`src/rtl/swab_pkg.sv`:
```
`timescale 1ns/1ps
package swab_pkg;

  typedef enum logic [1:0] {PH_LISTEN, PH_ACQ, PH_SEND} phase_e;
  typedef enum logic [1:0] {TG_IDLE, TG_WAKE, TG_HIGH, TG_TAIL} trig_e;

  // segment numbering of one reply: 0 start, 1..8 high byte, 9 stop,
  // 10 pause, 11 start, 12..19 low byte, 20 stop
  localparam logic [4:0] SEG_PAUSE = 5'd10;
  localparam logic [4:0] SEG_FINAL = 5'd20;

  function automatic int unsigned pause_ticks(int unsigned setting,
                                              int unsigned base,
                                              int unsigned step);
    return base + step * setting;
  endfunction

  // wire level of a reply segment (1 = released)
  function automatic logic seg_level(logic [4:0] seg, logic [15:0] word);
    logic [7:0] byte_v;
    logic [4:0] off;
    logic       lvl;
    byte_v = (seg <= 5'd9) ? word[15:8] : word[7:0];
    off    = (seg <= 5'd9) ? seg - 5'd1 : seg - 5'd12;
    if (seg == 5'd0 || seg == 5'd11)
      lvl = 1'b0;
    else if ((seg >= 5'd1 && seg <= 5'd8) || (seg >= 5'd12 && seg <= 5'd19))
      lvl = byte_v[off[2:0]];
    else
      lvl = 1'b1;
    return lvl;
  endfunction

endpackage

```
`src/rtl/swab_line_sync.sv`:
```
`timescale 1ns/1ps
module swab_line_sync (
  input  logic clk,
  input  logic rst_n,
  input  logic line_in,
  output logic rise,
  output logic fall
);
  // [0],[1] synchronizer, [2] edge history
  logic [2:0] sh;

  always_ff @(posedge clk or negedge rst_n) begin
    if (!rst_n) sh <= 3'b111;
    else        sh <= {sh[1:0], line_in};
  end

  assign rise = sh[1] & ~sh[2];
  assign fall = ~sh[1] & sh[2];
endmodule

```
`src/rtl/swab_trigger.sv`:
```
`timescale 1ns/1ps
module swab_trigger #(
  parameter int unsigned LOW_MIN = 36,
  parameter int unsigned BIT_MIN = 125,
  parameter int unsigned BIT_MAX = 252,
  parameter int unsigned CNT_W   = 8
) (
  input  logic             clk,
  input  logic             rst_n,
  input  logic             tick,
  input  logic             enable,
  input  logic             rise,
  input  logic             fall,
  output logic             wake,
  output logic             go,
  output logic             bad,
  output logic [CNT_W-1:0] period
);
  import swab_pkg::*;

  localparam logic [CNT_W-1:0] LOW_LIM = CNT_W'(LOW_MIN);
  localparam logic [CNT_W-1:0] MIN_LIM = CNT_W'(BIT_MIN);
  localparam logic [CNT_W-1:0] MAX_LIM = CNT_W'(BIT_MAX);

  trig_e            st, st_n;
  logic [CNT_W-1:0] cnt, cnt_n, period_n;

  always_comb begin
    st_n     = st;
    cnt_n    = cnt;
    period_n = period;
    wake     = 1'b0;
    go       = 1'b0;
    bad      = 1'b0;
    unique case (st)
      TG_IDLE: if (fall) begin
        st_n  = TG_WAKE;
        cnt_n = '0;
        wake  = 1'b1;
      end
      TG_WAKE: begin
        if (rise) begin
          st_n  = (cnt >= LOW_LIM) ? TG_HIGH : TG_IDLE;
          cnt_n = '0;
        end else if (tick && cnt < LOW_LIM) begin
          cnt_n = cnt + 1'b1;
        end
      end
      TG_HIGH: begin
        if (fall) begin
          if (cnt >= MIN_LIM) begin
            st_n     = TG_TAIL;
            period_n = cnt;
          end else begin
            st_n = TG_IDLE;
            bad  = 1'b1;
          end
          cnt_n = '0;
        end else if (tick) begin
          if (cnt == MAX_LIM) begin
            st_n = TG_IDLE;
            bad  = 1'b1;
          end else begin
            cnt_n = cnt + 1'b1;
          end
        end
      end
      TG_TAIL: begin
        if (rise) begin
          st_n = TG_IDLE;
          if (cnt >= LOW_LIM) go = 1'b1;
          else                bad = 1'b1;
        end else if (tick && cnt < LOW_LIM) begin
          cnt_n = cnt + 1'b1;
        end
      end
      default: st_n = TG_IDLE;
    endcase
    if (!enable) begin
      st_n = TG_IDLE;
      wake = 1'b0;
      go   = 1'b0;
      bad  = 1'b0;
    end
  end

  always_ff @(posedge clk or negedge rst_n) begin
    if (!rst_n) begin
      st     <= TG_IDLE;
      cnt    <= '0;
      period <= '0;
    end else begin
      st     <= st_n;
      cnt    <= cnt_n;
      period <= period_n;
    end
  end


  bit_range_chk: assert property (@(posedge clk) disable iff (!rst_n)
    go |-> (period >= MIN_LIM && period <= MAX_LIM));
endmodule

```
`src/rtl/swab_frame_tx.sv`:
```
`timescale 1ns/1ps
module swab_frame_tx #(
  parameter int unsigned CNT_W     = 8,
  parameter int unsigned LEN_W     = 11,
  parameter int unsigned GAP_SET_W = 8,
  parameter int unsigned GAP_BASE  = 10,
  parameter int unsigned GAP_STEP  = 4
) (
  input  logic                 clk,
  input  logic                 rst_n,
  input  logic                 tick,
  input  logic                 start,
  input  logic [CNT_W-1:0]     bit_ticks,
  input  logic [15:0]          word,
  input  logic [GAP_SET_W-1:0] gap_set,
  output logic                 oe_n,
  output logic                 last
);
  import swab_pkg::*;

  logic             active;
  logic [4:0]       seg;
  logic [LEN_W-1:0] tcnt, gap_q, seg_len;
  logic [CNT_W-1:0] bit_q;
  logic [15:0]      word_q;

  assign seg_len = (seg == SEG_PAUSE) ? gap_q : LEN_W'(bit_q);
  assign last    = active && tick && seg == SEG_FINAL && tcnt == seg_len - LEN_W'(1);
  assign oe_n    = !active || seg_level(seg, word_q);

  always_ff @(posedge clk or negedge rst_n) begin
    if (!rst_n) begin
      active <= 1'b0;
      seg    <= '0;
      tcnt   <= '0;
      gap_q  <= '0;
      bit_q  <= '0;
      word_q <= '0;
    end else if (start) begin
      active <= 1'b1;
      seg    <= '0;
      tcnt   <= '0;
      word_q <= word;
      bit_q  <= bit_ticks;
      gap_q  <= LEN_W'(pause_ticks(32'(gap_set), GAP_BASE, GAP_STEP));
    end else if (active && tick) begin
      if (tcnt == seg_len - LEN_W'(1)) begin
        tcnt <= '0;
        if (seg == SEG_FINAL) active <= 1'b0;
        else                  seg    <= seg + 5'd1;
      end else begin
        tcnt <= tcnt + LEN_W'(1);
      end
    end
  end


  seg_hold_chk: assert property (@(posedge clk) disable iff (!rst_n)
    (!tick && !start) |=> $stable(oe_n));

  len_bound_chk: assert property (@(posedge clk) disable iff (!rst_n)
    active |-> (tcnt < seg_len));
endmodule

```
`src/rtl/swab_responder.sv`:
```
`timescale 1ns/1ps
module swab_responder #(
  parameter int unsigned LOW_MIN   = 36,
  parameter int unsigned BIT_MIN   = 125,
  parameter int unsigned BIT_MAX   = 252,
  parameter int unsigned GAP_SET_W = 8,
  parameter int unsigned GAP_BASE  = 10,
  parameter int unsigned GAP_STEP  = 4
) (
  input  logic                 clk,
  input  logic                 rst_n,
  input  logic                 tick,
  input  logic                 line_in,
  output logic                 line_oe_n,
  output logic                 acq_req,
  input  logic                 acq_done,
  input  logic [15:0]          result,
  input  logic [GAP_SET_W-1:0] gap_set,
  output logic                 err
);
  import swab_pkg::*;

  localparam int unsigned CNT_TOP = (BIT_MAX > LOW_MIN) ? BIT_MAX : LOW_MIN;
  localparam int unsigned CNT_W   = $clog2(CNT_TOP + 1);
  localparam int unsigned GAP_TOP = GAP_BASE + GAP_STEP * ((1 << GAP_SET_W) - 1);
  localparam int unsigned LEN_TOP = (GAP_TOP > CNT_TOP) ? GAP_TOP : CNT_TOP;
  localparam int unsigned LEN_W   = $clog2(LEN_TOP + 1);

  phase_e           phase;
  logic             rise, fall;
  logic             trig_wake, trig_go, trig_bad;
  logic [CNT_W-1:0] period;
  logic             tx_start, tx_last;

  swab_line_sync u_sync (
    .clk(clk), .rst_n(rst_n), .line_in(line_in), .rise(rise), .fall(fall)
  );

  swab_trigger #(
    .LOW_MIN(LOW_MIN), .BIT_MIN(BIT_MIN), .BIT_MAX(BIT_MAX), .CNT_W(CNT_W)
  ) u_trig (
    .clk(clk), .rst_n(rst_n), .tick(tick), .enable(phase == PH_LISTEN),
    .rise(rise), .fall(fall), .wake(trig_wake), .go(trig_go),
    .bad(trig_bad), .period(period)
  );

  assign tx_start = (phase == PH_ACQ) && acq_done;
  assign acq_req  = (phase == PH_ACQ);

  swab_frame_tx #(
    .CNT_W(CNT_W), .LEN_W(LEN_W), .GAP_SET_W(GAP_SET_W),
    .GAP_BASE(GAP_BASE), .GAP_STEP(GAP_STEP)
  ) u_tx (
    .clk(clk), .rst_n(rst_n), .tick(tick), .start(tx_start),
    .bit_ticks(period), .word(result), .gap_set(gap_set),
    .oe_n(line_oe_n), .last(tx_last)
  );

  always_ff @(posedge clk or negedge rst_n) begin
    if (!rst_n) begin
      phase <= PH_LISTEN;
    end else begin
      unique case (phase)
        PH_LISTEN: if (trig_go)  phase <= PH_ACQ;
        PH_ACQ:    if (acq_done) phase <= PH_SEND;
        PH_SEND:   if (tx_last)  phase <= PH_LISTEN;
        default:   phase <= PH_LISTEN;
      endcase
    end
  end

  always_ff @(posedge clk or negedge rst_n) begin
    if (!rst_n)         err <= 1'b0;
    else if (trig_bad)  err <= 1'b1;
    else if (trig_wake) err <= 1'b0;
  end


  req_after_go_chk: assert property (@(posedge clk) disable iff (!rst_n)
    $rose(acq_req) |-> $past(trig_go));

  req_hold_chk: assert property (@(posedge clk) disable iff (!rst_n)
    (acq_req && !acq_done) |=> acq_req);

  drive_phase_chk: assert property (@(posedge clk) disable iff (!rst_n)
    !line_oe_n |-> (phase == PH_SEND));

  err_cause_chk: assert property (@(posedge clk) disable iff (!rst_n)
    $rose(err) |-> $past(trig_bad));
endmodule

```
`config.mk`:
```
export PLATFORM = sky130hd
export DESIGN_NAME = swab_responder
export DESIGN_NICKNAME = d
export VERILOG_FILES = /design/src/rtl/swab_pkg.sv /design/src/rtl/swab_line_sync.sv /design/src/rtl/swab_trigger.sv /design/src/rtl/swab_frame_tx.sv /design/src/rtl/swab_responder.sv
export SDC_FILE = /design/constraint.sdc
export NUM_CORES = 1
export LEC_CHECK = 0
export ABC_AREA = 1
export CAP_MARGIN = 20
export CORE_MARGIN = 2
export CORE_UTILIZATION = 40
export DETAILED_ROUTE_END_ITERATION = 7
export SLEW_MARGIN = 20
export SYNTH_ARGS = -nofsm -noshare
export SYNTH_HDL_FRONTEND = slang
export SYNTH_HIERARCHICAL = 1
export SYNTH_SLANG_ARGS = --single-unit
```
`constraint.sdc`:
```
create_clock -name clk -period 5.5 [get_ports clk]
set_input_delay 1.1 -clock clk [delete_from_list [all_inputs] [get_ports clk]]
set_output_delay 1.1 -clock clk [all_outputs]
set_load 0.02 [all_outputs]
```
==> qor_table.md <==
| Quantity | Value |
|:---|:---|
| Run status | finished, final reports clean |
| Area growth syn-to-layout | 13.4% |
| Starting DRT DRC Count | 174 |
| Clock Latency Late Sink | 0.34 ns |
| Vias in the first global route | 4239 |
| PwrDens | 292 nW/um^2 |
| Setup Total Neg Slack | 0 ns |
| Depth of the worst register-to-register path | 19 |
| Post-detail-place hpwl | 8180 um |
| Pre-CTS WS | 1.73 ns |
| Number of remaining DRC errors | 0 |
| Number of nets in the finished design | 764 |
| Smallest setup slack after layout | 1.35 ns |
| Port Buffer Count | 31 |
| Worst vdd rail ir drop | 0.000155 V |
| Net count after synthesis | 740 |
| Area of the mapped netlist | 5000 um^2 |
| Hold_sp | u_sync/sh[0] |
| Worst endpoint data arrival time | 3.05 ns |
| Cell type of the slowest stage on the worst timing path | sky130_fd_sc_hd__clkdlybuf4s50_1 |
| TritonCTS clock tree | yes |
| Clock sink count | 75 |
| Endpoint of the worst-slack reg-to-reg timing path | u_tx/tcnt[2] |
| RSZ-0062 raised after global routing | false |
| Inserted Diodes | 0 |
| Category of the worst setup path launch point | flip-flop |
| P_leak | 2.85 nW |
| Share of final-layout standard cells stronger than drive strength 1 | 0.107 |
| All-Layer GR Usage | 0.184 |
| Via count of the routed design | 4300 |
| Final worst-path cycle share | 0.755 |
| Top-Level Pins | 32 |
| Maximum number of pins on one net before global-route repair | 76 |
| Hold depth | 0 |
| Finished Core Util | 0.468 |
| Actual slew at the worst max-slew pin | 0.967 ns |
| Starting utilization of the core area | 0.413 |
| Main synth FF type | sky130_fd_sc_hd__dfrtp_1 |
| Number of H-tree levels | 3 |
| Worst flop-to-flop path startpoint | u_tx/seg[0] |
| PnR Total Power | 1.65 mW |
| Cell family with most CP delay | simple AND/OR/NAND/NOR gates |
| Clock transition at the register clock pins on the worst setup and hold paths after CTS | 0.06 ns |
| Required arrival time at the worst endpoint | 4.40 ns |
| Final WL | 11000 um |
| Post-detailed-placement cell area | 5380 um^2 |
| Worst Setup Path Type | reg2out |
| Syn avg cell area | 7.15 um^2 |
| CP dominant cell by count | sky130_fd_sc_hd__nand3_1 |
| Final-layout fill cell count | 1217 |
| Flop2flop setup slack | 2.29 ns |
| Cell row count | 40 |
| Vertical die dimension | 116 um |
| Count of endpoints failing hold in the final timing report | 0 |
| Global placement routability congestion | 0.894 |
| Destination of the worst hold path | u_sync/sh[1] |
| Total of cells resized after clock tree synthesis | 0 |
| Register bit count reported by yosys | 75 |
| Time the final worst path needs with I/O delays and setup | 4.15 ns |
| Number of antenna violations at the first check in global routing | 0 |
| Area of the core region | 12100 um^2 |
| Total of warnings raised by yosys | 6 |
| CP Max Fanout | 14 |
| First-pass GRT wire length | 19600 um |
| GRT overflow | 0 |
| Number of buffers created by CTS | 9 |
| Post CTS Setup Buffer Count | 0 |
| Hold buffer count at CTS | 0 |
| Maximum clock rate | 0.241 GHz |
| MaxCap Viol Count | 0 |
| Element type at the critical path end | output pin |
| Bufs on Longest Clock Path | 2 |
| DRT Pass-1 Iters | 4 |
| Number of distinct library cells after synthesis | 43 |
| Sequential cell area fraction in the yosys report | 0.376 |
| Via density | 4.80 |
| Post-route design area | 5660 um^2 |
| Buffers plus inverters on the worst setup path | 2 |
| Setup-failing EPs final | 0 |
| Routed length per instance | 12.3 um |
| Sequential cell area | 1880 um^2 |
| Number of nets still failing antenna checks after routing | 0 |
| Slew Limit Headroom | 0.355 |
| Number of flops mapped to enable cells by yosys | 0 |
| Total area of multi-input combinational cells | 2600 um^2 |
| Crit path largest cell delay | 0.60 ns |
| Critical Path, Cell by Cell | nor2_8 > nand3_1 > nand3_1 > inv_1 > or2_2 > xor2_1 > nor2_1 > nand2_1 > nand3_1 > nand3_1 > nand2_1 > clkdlybuf4s50_1 |
| Share of flip-flops with an asynchronous set or reset | 1.00 |
| Synthesized instance count | 699 |
| Final setup skew | 0.00546 ns |
| Number of pins with negative max-slew slack in the final report | 0 |
| Root Driver | sky130_fd_sc_hd__clkbuf_16 |
| Die X | 116 um |
| Area of the die | 13400 um^2 |
| Min-Delay Path Class | reg2reg |
==> power by group <==
part | switching [mW] | internal [mW]
combinational | 0.260 | 0.156
sequential | 0.0565 | 0.607
clock | 0.226 | 0.347
==> cell families (layout without fill, tap and decap cells) <==
group | count (synthesis) | after routing | share of synthesized area
compound gates | 65 | 65 | 0.0754
fa+ha+maj | 12 | 12 | 0.0301
buf+inv | 117 | 145 | 0.103
simple gates | 408 | 408 | 0.377
xor+xnor | 22 | 22 | 0.0386
flops | 75 | 75 | 0.376
==> how the worst max path moves through the flow <==
| stage | from | endpoint | slack [ns] | depth (start not counted) |
|---|---|---|---|---|
| after floorplan | u_tx/seg[2] | line_oe_n | 2.44 | 13 |
| after global placement | u_tx/seg[2] | line_oe_n | 1.82 | 12 |
| after detailed placement | u_tx/seg[2] | line_oe_n | 1.73 | 12 |
| after CTS | u_tx/seg[2] | line_oe_n | 1.34 | 12 |
| after global routing | u_tx/seg[2] | line_oe_n | 1.07 | 11 |
| final | u_tx/seg[2] | line_oe_n | 1.35 | 12 |
==> flip-flops by register name, indices dropped and copies added, names as in the netlist <==
register       cells
u_trig/cnt         8
phase              2
err                1
u_trig/st          2
u_tx/word_q       16
u_trig/period      8
u_tx/gap_q        10
u_tx/bit_q         8
u_tx/seg           5
u_tx/tcnt         11
u_sync/sh          3
u_tx/active        1
==> cells in the final DEF, fill, tap and decap left out, types with 4 or more instances in the layout <==
cell and n:
sky130_fd_sc_hd__nand2_1 233, sky130_fd_sc_hd__inv_1 88, sky130_fd_sc_hd__dfrtp_1 72, sky130_fd_sc_hd__nand3_1 68, sky130_fd_sc_hd__nor2_1 44, sky130_fd_sc_hd__o21ai_0 32, sky130_fd_sc_hd__clkdlybuf4s50_1 30, sky130_fd_sc_hd__xor2_1 20
sky130_fd_sc_hd__nand2_2 17, sky130_fd_sc_hd__ha_1 12, sky130_fd_sc_hd__nand4_1 10, sky130_fd_sc_hd__clkbuf_16 9, sky130_fd_sc_hd__o21ai_1 8, sky130_fd_sc_hd__inv_2 7, sky130_fd_sc_hd__o21ai_2 7, sky130_fd_sc_hd__nor2_2 6
sky130_fd_sc_hd__nor2_4 6, sky130_fd_sc_hd__o22ai_1 6, sky130_fd_sc_hd__a21oi_1 5, sky130_fd_sc_hd__nand3_2 5, sky130_fd_sc_hd__nor3_1 4
==> synth_stat cells, types with 5 or more instances <==
master / n / area, um^2
sky130_fd_sc_hd__dfrtp_1: 72 / 1800
sky130_fd_sc_hd__inv_1: 88 / 330
sky130_fd_sc_hd__ha_1: 12 / 150
sky130_fd_sc_hd__a21oi_1: 5 / 25.0
sky130_fd_sc_hd__nand2_1: 233 / 875
sky130_fd_sc_hd__o21ai_1: 8 / 40.0
sky130_fd_sc_hd__nor2_2: 6 / 37.5
sky130_fd_sc_hd__nand3_2: 5 / 50.1
sky130_fd_sc_hd__o22ai_1: 6 / 37.5
sky130_fd_sc_hd__inv_2: 7 / 26.3
sky130_fd_sc_hd__o21ai_2: 7 / 61.3
sky130_fd_sc_hd__nand3_1: 68 / 340
sky130_fd_sc_hd__o21ai_0: 32 / 160
sky130_fd_sc_hd__nand4_1: 10 / 62.6
sky130_fd_sc_hd__clkbuf_1: 7 / 26.3
sky130_fd_sc_hd__nand2_2: 17 / 106
sky130_fd_sc_hd__nor2_1: 44 / 165
sky130_fd_sc_hd__nor2_4: 6 / 67.6
sky130_fd_sc_hd__buf_6: 5 / 56.3
sky130_fd_sc_hd__xor2_1: 20 / 175
==> layer usage <==
metal,vias to the layer above,share of wire,track usage
met1,1999,0.49,0.239
met4,0,0.017,0.0587
met5,-,0,0
met3,13,0.031,0.0481
li1,2241,-,-
met2,47,0.46,0.301
==> cell type report <==
cell class	instances	area share
clock inverters	5	0.00972
inverters	98	0.0656
well taps	168	0.0371
clock buffers	10	0.0404
flip-flops and latches	75	0.332
repair buffers	32	0.0557
multi-input cells	507	0.459
==> stage by stage <==
stage / hold WS (ns) / std cells
after floorplan: 0.345 / 699
after global placement: 0.346 / 880
after detailed placement: 0.348 / 880
after CTS: 0.356 / 895
after global routing: 0.367 / 895
final: 0.355 / 895
(Power assumes the default switching activity.)
